File: config.mk
export PLATFORM = sky130hd
export DESIGN_NAME = ccd_drive_tg
export DESIGN_NICKNAME = d
export VERILOG_FILES = /design/src/rtl/ccd_tg_pkg.sv /design/src/rtl/ccd_region_map.sv /design/src/rtl/ccd_phase_seq.sv /design/src/rtl/ccd_line_ctrl.sv /design/src/rtl/ccd_drive_tg.sv
export SDC_FILE = /design/constraint.sdc
export NUM_CORES = 1
export LEC_CHECK = 0
export ABC_AREA = 1
export BUFFER_PORTS_ARGS = -buffer_cell sky130_fd_sc_hd__buf_2
export CORE_MARGIN = 1
export CORE_UTILIZATION = 60
export DETAILED_ROUTE_END_ITERATION = 16
export GPL_TIMING_DRIVEN = 1
export PLACE_DENSITY = 0.91
export SLEW_MARGIN = 20
export SYNTH_ARGS = -nofsm -noshare
export SYNTH_HDL_FRONTEND = slang
export SYNTH_SLANG_ARGS = --single-unit
File: constraint.sdc
create_clock -name clk -period 4.4 [get_ports clk]
set_input_delay 0.44 -clock clk [delete_from_list [all_inputs] [get_ports clk]]
set_output_delay 0.44 -clock clk [all_outputs]
set_load 0.02 [all_outputs]
File: src/rtl/ccd_tg_pkg.sv
package ccd_tg_pkg;

    localparam int PIX_W  = 16;
    localparam int HALF_W = 8;
    localparam int TG_W   = 16;
    localparam int LINE_W = 24;
    localparam int CNT_W  = 16;

    typedef enum logic [1:0] {
        RES_2400 = 2'd0,
        RES_1200 = 2'd1,
        RES_600  = 2'd2,
        RES_300  = 2'd3
    } res_e;

    typedef enum logic [2:0] {
        RG_IDLE  = 3'd0,
        RG_DUMMY = 3'd1,
        RG_OBLK  = 3'd2,
        RG_INVAL = 3'd3,
        RG_VALID = 3'd4
    } region_e;

    typedef enum logic [2:0] {
        ST_IDLE = 3'd0,
        ST_PRE  = 3'd1,
        ST_XFER = 3'd2,
        ST_POST = 3'd3,
        ST_READ = 3'd4
    } line_st_e;

    typedef struct packed {
        logic [PIX_W-1:0] dummy;
        logic [PIX_W-1:0] oblk;
        logic [PIX_W-1:0] lead;
        logic [PIX_W-1:0] valid;
        logic [PIX_W-1:0] trail;
    } layout_t;

    // phase half-periods per output slot (one reset per slot)
    function automatic logic [3:0] halves_per_slot(res_e r);
        return 4'd1 << r;
    endfunction

    // region count at a reduced resolution, never below one slot
    function automatic logic [PIX_W-1:0] scale_cnt(int unsigned base, res_e r);
        int unsigned v;
        v = base >> r;
        if (v == 0) v = 1;
        return v[PIX_W-1:0];
    endfunction

endpackage

File: src/rtl/ccd_region_map.sv
module ccd_region_map
    import ccd_tg_pkg::*;
#(
    parameter int unsigned DUMMY_PIX = 56,
    parameter int unsigned OBLK_PIX  = 96,
    parameter int unsigned LEAD_PIX  = 8,
    parameter int unsigned VALID_PIX = 21360,
    parameter int unsigned TRAIL_PIX = 4
) (
    input  res_e             res,
    input  logic [PIX_W-1:0] pix,
    output region_e          region,
    output logic [PIX_W-1:0] n_total
);

    layout_t          lay;
    logic [PIX_W-1:0] b_oblk, b_lead, b_valid, b_trail;

    always_comb begin
        lay.dummy = scale_cnt(DUMMY_PIX, res);
        lay.oblk  = scale_cnt(OBLK_PIX, res);
        lay.lead  = scale_cnt(LEAD_PIX, res);
        lay.valid = scale_cnt(VALID_PIX, res);
        lay.trail = scale_cnt(TRAIL_PIX, res);

        b_oblk  = lay.dummy;
        b_lead  = b_oblk + lay.oblk;
        b_valid = b_lead + lay.lead;
        b_trail = b_valid + lay.valid;
        n_total = b_trail + lay.trail;

        if (pix < b_oblk)       region = RG_DUMMY;
        else if (pix < b_lead)  region = RG_OBLK;
        else if (pix < b_valid) region = RG_INVAL;
        else if (pix < b_trail) region = RG_VALID;
        else                    region = RG_INVAL;
    end

endmodule

File: src/rtl/ccd_phase_seq.sv
module ccd_phase_seq
    import ccd_tg_pkg::*;
#(
    parameter int unsigned RST_W = 4,
    parameter int unsigned CLP_W = 4
) (
    input  logic              clk,
    input  logic              rst,
    input  logic              run,
    input  logic [HALF_W-1:0] half,
    input  logic [3:0]        halves,
    input  logic [PIX_W-1:0]  n_total,
    output logic              ph,
    output logic              rst_win,
    output logic              clp_win,
    output logic [PIX_W-1:0]  pix,
    output logic              last
);

    localparam logic [HALF_W-1:0] RW_END = HALF_W'(RST_W);
    localparam logic [HALF_W-1:0] CW_END = HALF_W'(RST_W + CLP_W);

    logic [HALF_W-1:0] hc;
    logic [2:0]        hi;
    logic              half_end, slot_end;

    assign half_end = (hc == half - HALF_W'(1));
    assign slot_end = half_end && ({1'b0, hi} == halves - 4'd1);

    always_ff @(posedge clk) begin
        if (rst || !run) begin
            hc  <= '0;
            hi  <= '0;
            pix <= '0;
            ph  <= 1'b1;
        end else if (half_end) begin
            hc <= '0;
            ph <= ~ph;
            if (slot_end) begin
                hi  <= '0;
                pix <= pix + PIX_W'(1);
            end else begin
                hi <= hi + 3'd1;
            end
        end else begin
            hc <= hc + HALF_W'(1);
        end
    end

    assign last    = run && slot_end && (pix == n_total - PIX_W'(1));
    assign rst_win = (hi == 3'd0) && (hc < RW_END);
    assign clp_win = (hi == 3'd0) && (hc >= RW_END) && (hc < CW_END);

endmodule

File: src/rtl/ccd_line_ctrl.sv
module ccd_line_ctrl
    import ccd_tg_pkg::*;
#(
    parameter int unsigned HOLD_CLKS = 200,
    parameter int unsigned HALF_MIN  = 23,
    parameter int unsigned RST_MIN   = 20,
    parameter int unsigned TG_MIN    = 1000,
    parameter int unsigned TG_MAX    = 10000
) (
    input  logic              clk,
    input  logic              rst,
    input  logic              strobe,
    input  res_e              cfg_res,
    input  logic              cfg_bitclamp,
    input  logic [HALF_W-1:0] cfg_half,
    input  logic [TG_W-1:0]   cfg_tg,
    input  logic [LINE_W-1:0] cfg_line,
    input  logic              read_last,
    output line_st_e          state,
    output res_e              res_lat,
    output logic              bit_lat,
    output logic [HALF_W-1:0] half_lat,
    output logic              blank,
    output logic              overrun,
    output logic              cfg_err
);

    localparam logic [CNT_W-1:0] HOLD_LAST = CNT_W'(HOLD_CLKS - 1);

    logic [CNT_W-1:0]    cnt;
    logic [TG_W-1:0]     tg_lat;
    logic [LINE_W-1:0]   line_lat, elapsed;
    logic [HALF_W+3:0]   rst_period;
    logic                accept;

    always_comb begin
        rst_period = (HALF_W+4)'(cfg_half) * (HALF_W+4)'(halves_per_slot(cfg_res));
        cfg_err = (cfg_half < HALF_W'(HALF_MIN))
               || (rst_period < (HALF_W+4)'(RST_MIN))
               || (cfg_tg < TG_W'(TG_MIN))
               || (cfg_tg > TG_W'(TG_MAX));
        accept = strobe && !cfg_err && (state == ST_IDLE) && (elapsed >= line_lat);
    end

    always_ff @(posedge clk) begin
        if (rst) begin
            state    <= ST_IDLE;
            cnt      <= '0;
            res_lat  <= RES_2400;
            bit_lat  <= 1'b1;
            half_lat <= HALF_W'(HALF_MIN);
            tg_lat   <= TG_W'(TG_MIN);
            line_lat <= '0;
            elapsed  <= '1;
            blank    <= 1'b0;
            overrun  <= 1'b0;
        end else begin
            overrun <= strobe && !cfg_err && !accept;
            if (accept)              elapsed <= LINE_W'(1);
            else if (elapsed != '1)  elapsed <= elapsed + LINE_W'(1);

            case (state)
                ST_IDLE: if (accept) begin
                    state    <= ST_PRE;
                    cnt      <= '0;
                    blank    <= (cfg_res != res_lat);
                    res_lat  <= cfg_res;
                    bit_lat  <= cfg_bitclamp;
                    half_lat <= cfg_half;
                    tg_lat   <= cfg_tg;
                    line_lat <= cfg_line;
                end
                ST_PRE: if (cnt == HOLD_LAST) begin
                    state <= ST_XFER;
                    cnt   <= '0;
                end else cnt <= cnt + CNT_W'(1);
                ST_XFER: if (cnt == tg_lat - TG_W'(1)) begin
                    state <= ST_POST;
                    cnt   <= '0;
                end else cnt <= cnt + CNT_W'(1);
                ST_POST: if (cnt == HOLD_LAST) begin
                    state <= ST_READ;
                    cnt   <= '0;
                end else cnt <= cnt + CNT_W'(1);
                ST_READ: if (read_last) state <= ST_IDLE;
                default: state <= ST_IDLE;
            endcase
        end
    end

endmodule

File: src/rtl/ccd_drive_tg.sv
module ccd_drive_tg
    import ccd_tg_pkg::*;
#(
    parameter int unsigned CLK_MHZ   = 200,
    parameter int unsigned HOLD_NS   = 1000,
    parameter int unsigned TG_MIN_US = 5,
    parameter int unsigned TG_MAX_US = 50,
    parameter int unsigned RST_W     = 4,
    parameter int unsigned CLP_W     = 4,
    parameter int unsigned DUMMY_PIX = 56,
    parameter int unsigned OBLK_PIX  = 96,
    parameter int unsigned LEAD_PIX  = 8,
    parameter int unsigned VALID_PIX = 21360,
    parameter int unsigned TRAIL_PIX = 4
) (
    input  logic        clk,
    input  logic        rst,
    input  logic        line_start,
    input  logic [1:0]  cfg_res,
    input  logic        cfg_bitclamp,
    input  logic [7:0]  cfg_half,
    input  logic [15:0] cfg_tg,
    input  logic [23:0] cfg_line,
    output logic        sh_phi1,
    output logic        sh_phi2,
    output logic        sh_phi3,
    output logic        sh_phi4,
    output logic        rst_gate,
    output logic        clamp,
    output logic        xfer_gate,
    output logic        res_sel,
    output logic [15:0] pix_idx,
    output logic [2:0]  region,
    output logic        line_valid,
    output logic        overrun,
    output logic        cfg_err
);

    localparam int unsigned CLK_KHZ   = CLK_MHZ * 1000;
    localparam int unsigned HALF_MIN  = (CLK_KHZ + 8999) / 9000;   // 4.5 MHz phase ceiling
    localparam int unsigned RST_MIN   = (CLK_KHZ + 9999) / 10000;  // 10 MHz reset ceiling
    localparam int unsigned HOLD_CLKS = HOLD_NS * CLK_MHZ / 1000;
    localparam int unsigned TG_MIN    = TG_MIN_US * CLK_MHZ;
    localparam int unsigned TG_MAX    = TG_MAX_US * CLK_MHZ;

    line_st_e          state;
    res_e              res_lat;
    logic              bit_lat, blank, reading, holding;
    logic [HALF_W-1:0] half_lat;
    logic              ph, rst_win, clp_win, read_last;
    logic [PIX_W-1:0]  pix, n_total;
    region_e           map_region;

    ccd_line_ctrl #(
        .HOLD_CLKS(HOLD_CLKS), .HALF_MIN(HALF_MIN), .RST_MIN(RST_MIN),
        .TG_MIN(TG_MIN), .TG_MAX(TG_MAX)
    ) i_ctrl (
        .clk(clk), .rst(rst), .strobe(line_start),
        .cfg_res(res_e'(cfg_res)), .cfg_bitclamp(cfg_bitclamp),
        .cfg_half(cfg_half), .cfg_tg(cfg_tg), .cfg_line(cfg_line),
        .read_last(read_last), .state(state), .res_lat(res_lat),
        .bit_lat(bit_lat), .half_lat(half_lat), .blank(blank),
        .overrun(overrun), .cfg_err(cfg_err)
    );

    ccd_phase_seq #(.RST_W(RST_W), .CLP_W(CLP_W)) i_seq (
        .clk(clk), .rst(rst), .run(reading), .half(half_lat),
        .halves(halves_per_slot(res_lat)), .n_total(n_total),
        .ph(ph), .rst_win(rst_win), .clp_win(clp_win), .pix(pix), .last(read_last)
    );

    ccd_region_map #(
        .DUMMY_PIX(DUMMY_PIX), .OBLK_PIX(OBLK_PIX), .LEAD_PIX(LEAD_PIX),
        .VALID_PIX(VALID_PIX), .TRAIL_PIX(TRAIL_PIX)
    ) i_map (
        .res(res_lat), .pix(pix), .region(map_region), .n_total(n_total)
    );

    always_comb begin
        reading   = (state == ST_READ);
        holding   = (state == ST_PRE) || (state == ST_XFER) || (state == ST_POST);
        xfer_gate = (state == ST_XFER);
        sh_phi1   = ph;
        sh_phi2   = ~ph;
        sh_phi3   = ph;
        sh_phi4   = ~ph;
        rst_gate  = holding || (reading && rst_win);
        clamp     = bit_lat ? (holding || (reading && clp_win)) : ~xfer_gate;
        res_sel   = (res_lat == RES_2400);
        pix_idx   = reading ? pix : '0;
        region    = reading ? map_region : RG_IDLE;
        line_valid = reading && (map_region == RG_VALID) && !blank;
    end

endmodule

After elaboration in Yosys (flattened, before gate mapping). Cells that the tools add are included. Widths: inputs -> output; s select.

Register bits after elaboration: 124. Bits of input ports: 54. Output and inout bits: 30. Word-level logic and storage cells: 135.

$add $sub $neg: 13. $mul: 1. Magnitude comparators: 12. Equal/unequal tests: 17. Shift-type cells: 7. Mux-type cells: 25. Bitwise operators: 2. Reduce and logical (&&, ||, !) cells: 43.

Operator list (number): $logic_not 32->1 (5); $mux 16 (9); $add 16x16->16 (4); $lt 16x16->1 (4); $mux 24 (2); $pmux 16 s3 (1); $mux 3 (11); $add 16x1->16 const B (2); $eq 16x16->1 (2); $shr 15x2->32 const A (1); $shr 3x2->32 const A (1); $shr 4x2->32 const A (1); $shr 6x2->32 const A (1); $shr 7x2->32 const A (1); $sub 16x1->16 const B (2); $add 24x1->24 const B (1); $ge 24x24->1 (1); $ne 24x24->1 const B (1); $eq 16x8->1 const B (1); $gt 16x14->1 const B (1); $lt 16x10->1 const B (1); $pmux 3 s5 (1); $logic_and 1x1->1 (14); $lt 12x5->1 const B (1); other kinds (29) (51).

Longest topological paths before layout.
Depth in word-level cells: 14. Depth in mapped cells: 33. Gate-level depth less buffers: 33.

Cells and area by module. From an unflattened synthesis, not the netlist that was laid out.

Cell total of the unflattened synthesis: 1678. Area, all modules: 10990.5 sq um.

By module, submodules not included: ccd_line_ctrl (times used 1, cells an instance 962, area each 6658.9 sq um, sequential area each 1921.8 sq um); ccd_phase_seq (times used 1, cells an instance 431, area each 2631.3 sq um, sequential area each 560.5 sq um); ccd_region_map (times used 1, cells an instance 216, area each 1403.8 sq um, sequential area each 0.0 sq um); ccd_drive_tg (times used 1, cells an instance 69, area each 296.5 sq um, sequential area each 0.0 sq um).

Worst setup path after synthesis. No wires, ideal clock.

Kind: register to output. From: register i_ctrl.res_lat[1]. To: output line_valid. Arrival time: 3.444 ns. Data required time: 3.960 ns. Path slack: 0.516 ns. Stages on the path, launching flop included: 22. Buffers on the path: 1. Cells stage by stage: dfxtp_1 -> inv_1 -> ha_1 -> buf_2 -> nor2_1 -> nand3_2 -> nand2_1 -> inv_1 -> ha_1 -> inv_1 -> nor2_1 -> nand2_1 -> nand2_1 -> inv_1 -> nand2_1 -> nand2_1 -> ha_1 -> a21oi_1 -> o31ai_1 -> a21oi_1 -> nand4_1 -> nor3_1.

Longest elaborated chain between the ends: 14. Elaborated cells on any way between the ends: 26. Classes of those cells: 3 x add/sub; 4 x order compare; 1 x eq/ne; 4 x shift; 8 x mux; 6 x reduce/logical.

RTL lines: from (decl) (line ccd_line_ctrl.sv:20) `output res_e res_lat,`; from (signal assigned) (line ccd_line_ctrl.sv:67) `res_lat <= cfg_res;`; $shr 6x2->32 / $shr 7x2->32 (equally long branches) (line ccd_tg_pkg.sv:48) `v = base >> r;`; $logic_not 32->1 (line ccd_tg_pkg.sv:49) `if (v == 0) v = 1;`; $mux 16 (line ccd_tg_pkg.sv:49); $add 16x16->16 (line ccd_region_map.sv:27) `b_lead = b_oblk + lay.oblk;`; $add 16x16->16 (line ccd_region_map.sv:28) `b_valid = b_lead + lay.lead;`; $add 16x16->16 (line ccd_region_map.sv:29) `b_trail = b_valid + lay.valid;`; $lt 16x16->1 (line ccd_region_map.sv:35) `else if (pix < b_trail) region = RG_VALID;`; $mux 3 (line ccd_region_map.sv:35); $mux 3 (line ccd_region_map.sv:34) `else if (pix < b_valid) region = RG_INVAL;`; $mux 3 (line ccd_region_map.sv:33) `else if (pix < b_lead) region = RG_OBLK;`; $mux 3 * (line ccd_region_map.sv:32) `if (pix < b_oblk) region = RG_DUMMY;`; $eq 3x3->1 * (line ccd_drive_tg.sv:92) `line_valid = reading && (map_region == RG_VALID) && !blank;`; $logic_and 1x1->1 * (2 in series) (line ccd_drive_tg.sv:92); to (decl) (line ccd_drive_tg.sv:34) `output logic line_valid,`.

Mark *: on every way between the ends. The rest lies on a longest branch, timed or not.

Worst setup path after layout. Ends and elaborated chain as after synthesis.

==> out/summary.log <==
INFO  pwr            p_int=0.002786W
INFO  finish         fraction_of_final_layout_cells_sized_beyond_drive_strength_1=11.13%
INFO  timing         drv_slew=0
INFO  synth          netlist_area=0.01007mm2
INFO  route          count_of_routing_violations_after_the_opening_detailed_route_iteration=999
INFO  timing         tightest_slew=0.8313ns
INFO  global_route   grt_first_pass_wirelength=43330um
INFO  timing         highest_clock_frequency_the_design_can_meet=236.5MHz
INFO  worst_setup_path startpoint_type=register
INFO  clock_tree     cts_htree_levels=4
INFO  timing         finalHoldWorstSlack=0.2400ns
INFO  synth          yosysWarningCount=0
INFO  synth          synth_common_cells=nand2_1 (365), inv_1 (232), nor2_1 (196), dfxtp_1 (124), a21oi_1 (109)
INFO  pwr            flop_pwr_share=31.2%
INFO  die            num_io_pins=84
INFO  synth          synth_ff_type=dfxtp_1
INFO  route          routed_wl=26140um
INFO  timing         setup_tns=0ns
INFO  route          drt_first_pass_iters=6
INFO  synth          synthArstFlopShare=0%
INFO  pwr            p_comb_share=38.7%
INFO  finish         num-nets-final=1812
INFO  worst_setup_path crit-reg2reg-launch=i_ctrl.res_lat[1]
INFO  hold_path      whs_path_depth=3
INFO  die            core-area=0.01647mm2
INFO  worst_setup_path worstPathRequired=3.96ns
INFO  synth          synth_simple_gate_area_share=33.62%
INFO  die            design.die.area=0.01731mm2
INFO  die            die_y=131.6um
INFO  synth          synth_fa_ha_area_share=14.43%
INFO  synth          post-synth-top-count-cell=nand2_1
INFO  timing         worst_clock_skew=0.007529ns
INFO  synth          synth-compound-area-share=12.64%
INFO  global_route   antenna_found_initial=0
INFO  hold_path      timing.hold.worst.start=cfg_bitclamp
INFO  hold_path      hold_path_class=input pin to register
INFO  timing         final-setup-viol-count=0
INFO  synth          synthesis.nets=1730
INFO  clock_tree     holdBufCountCts=0
INFO  timing         layout_setup_ws=0.1708ns
INFO  worst_setup_path r2r-end=i_ctrl.state[0]
INFO  global_route   maximum_number_of_pins_on_one_net_before_global_route_repair=68
INFO  timing         layout_min_cycle_time=4.229ns
INFO  clock_tree     clk-insertion-delay-late=0.42ns
INFO  worst_setup_path worstSetupPathType=register to output pin
INFO  worst_setup_path worst_r2r_path_depth=31
INFO  global_route   via_count_of_the_first_global_routing_pass=9528
INFO  finish         multi_input_comb_area=0.006524mm2
INFO  global_route   track_usage=30.24%
INFO  worst_setup_path crit_end_element=output pin
INFO  pwr            netSwitchingPower=0.001814W
INFO  synth          proportion_of_synthesized_chip_area_in_sequential_cells=24.64%
INFO  finish         area_delta_synth_final=12.64%
INFO  synth          synth_cell_types=48
INFO  pwr            leakage=5.581nW
INFO  synth          synth_area_leaders=dfxtp_1 (25%), nand2_1 (14%), ha_1 (12%)
INFO  die            floorplan.initialDensity=61.18%
INFO  clock_tree     cts-root-buf=clkbuf_16
INFO  placed_design  place_hpwl=19190um
INFO  synth          post_synth_xor_area_fraction=3.565%
INFO  placed_design  final_weighted_congestion_of_routability_driven_global_placement=0.9557
INFO  finish         seq_area=0.002485mm2
INFO  clock_tree     cts_buffer_depth=2
INFO  synth          syn_avg_cell_area=6.428um2
INFO  clock_tree     cts_buffer_count=17
INFO  synth          synth_enable_flop_cells=0
INFO  synth          synth.top_cell.area_share=24.64%
INFO  synth          synthCells=1567
INFO  synth          ys_seq_elements=124
INFO  route          remaining_drc_errors=0
INFO  timing         layout_worst_path_cycle_share=96.12%
INFO  finish         n_antenna_cell=0
INFO  pwr            power-per-cell-area=405.4mW/mm2
INFO  synth          yosysTopAreaCell=dfxtp_1
INFO  clock_tree     cts_sinks=124
INFO  placed_design  placement.io_buffers=83
INFO  placed_design  setup_slack_placement=0.1259ns
INFO  global_route   grt.overflow.total=0
INFO  route          drt-vias-per-instance=5.518
INFO  pwr            clockPowerShare=30.0%
INFO  timing         max-slew-margin-rel=44.37%
INFO  worst_setup_path crit_fanout=7
INFO  finish         fillerInstances=1365
INFO  timing         hold_viol=0
INFO  clock_tree     cts.reportedPaths.clkPinSlew=0.05ns
INFO  run_status     run_status=completed
INFO  hold_path      hold_path_end=i_ctrl.bit_lat
INFO  job            drv_cap=0
INFO  route          num_vias=10390
INFO  route          drtAntennaViolNets=0
INFO  worst_setup_path cp.arrival=3.79ns
INFO  pwr            switching_share=39.43%
INFO  synth          muxShareOfSynthArea=0%
INFO  worst_setup_path reg2reg_slack=0.47ns
INFO  clock_tree     tritoncts=done
INFO  die            die_width=131.6um
INFO  route          routedWlPerCell=13.89um
INFO  pwr            peak_supply_drop=0.0003698V
INFO  synth          largest_family_of_logic_cells_by_synthesized_area=simple AND/OR/NAND/NOR gates
INFO  die            number_of_placement_rows=47
[power groups by stage]
stage,Combinational [W],Sequential [W],Clock [W]
4_1_cts,0.00173,0.00143,0.00139
5_1_grt,0.00202,0.00146,0.00144
3_5_place_dp,0.00170,0.00145,0
6_report,0.00178,0.00144,0.00138
2_1_floorplan,0.00135,0.00141,0
3_3_place_gp,0.00164,0.00145,0
[flip-flops by register name, indices dropped and copies added, names as in the netlist, 8 cells and up]
name             cells
i_ctrl.half_lat      8
i_ctrl.elapsed      24
i_seq.pix           16
i_seq.hc             8
i_ctrl.line_lat     24
i_ctrl.cnt          16
i_ctrl.tg_lat       16
[per-layer routing]
layer | GRT usage, % | up-vias | part of all wire (%)
li1 | - | 5213 | -
met1 | 38.42 | 4695 | 43
met2 | 50.53 | 414 | 48
met3 | 5.478 | 63 | 6.5
met4 | 11.95 | 0 | 2.6
met5 | 0 | - | 0
[critical path, stage by stage, from the launching register on]
cell and delay (ns):
dfxtp_2 0.37, clkinvlp_4 0.22, ha_2 0.27, nor2_2 0.15, inv_1 0.07, nand2_1 0.09, nor2_1 0.06, ha_1 0.29
inv_1 0.04, nor2_1 0.08, nand2_1 0.07, nand2_2 0.10, inv_1 0.06, nand2_1 0.08, nand2_2 0.08, ha_1 0.29
a21oi_1 0.13, o31ai_1 0.10, a21oi_2 0.22, nand4_1 0.20, nor3_1 0.20, buf_2 0.18
[placed cells by master, fill, tap and decap left out, types with 11 or more instances in the layout]
cell type    n
fa_1        12
dfxtp_1    122
buf_2       83
o21ai_1     24
clkbuf_16   17
xnor2_1     17
o21ai_0     83
buf_4       15
nor3_1      27
ha_1        91
xor2_1      24
nor2_1     195
nor2_2      11
nand2_1    363
inv_1      229
nand4_1     36
a21oi_1    108
nand3_1     93
[stage by stage]
| step | power [W] | area, um2 | std cells | utilization, % |
|---|---|---|---|---|
| after floorplan | 0.002757 | 10070 | 1567 | - |
| after global placement | 0.003089 | 10660 | 1843 | 64.73 |
| after detailed placement | 0.003157 | 10660 | 1843 | 64.73 |
| after CTS | 0.004547 | 11230 | 1875 | 68.23 |
| after global routing | 0.004913 | 11350 | 1882 | 68.91 |
| final | 0.004600 | 11350 | 1882 | 68.91 |
[what timing repair did]
item	4_1_cts	5_1_grt
resized for setup	1	18
gates cloned	0	0
pin swaps	0	5
setup buffers	0	7
setup endpoints to repair	3	7
[cell families (layout without fill, tap and decap cells)]
logic type                 count (synthesis)  in the layout
xor gates and xnor gates                  41             41
other                                      1              1
DFF                                      124            124
and+or+nand+nor                          775            775
AOI/OAI and AO/OA                        240            240
buffers and inverters                    277            372
adders and majority gates                109            109
[worst max-delay path by stage]
| stage | start | end | slack, ns | depth (start not counted) |
|---|---|---|---|---|
| 5_1_grt | i_ctrl.res_lat[1] | line_valid | -0.11 | 23 |
| 2_1_floorplan | i_ctrl.res_lat[1] | line_valid | 0.52 | 21 |
| 4_1_cts | i_ctrl.res_lat[1] | line_valid | 0.02 | 23 |
| 6_report | i_ctrl.res_lat[1] | line_valid | 0.17 | 21 |
| 3_3_place_gp | cfg_res[0] | i_ctrl.elapsed[21] | 0.29 | 25 |
| 3_5_place_dp | cfg_res[0] | i_ctrl.elapsed[19] | 0.13 | 25 |
[area by class of cell]
class,count,share of cell area (%)
Timing Repair Buffer,102,5.205
Tap cell,220,2.426
Clock inverter,7,0.7719
Clock buffer,25,4.278
Sequential cell,124,21.90
Inverter,238,7.928
Multi-Input combinational cell,1166,57.49
Power figures use the tool's default switching activity.
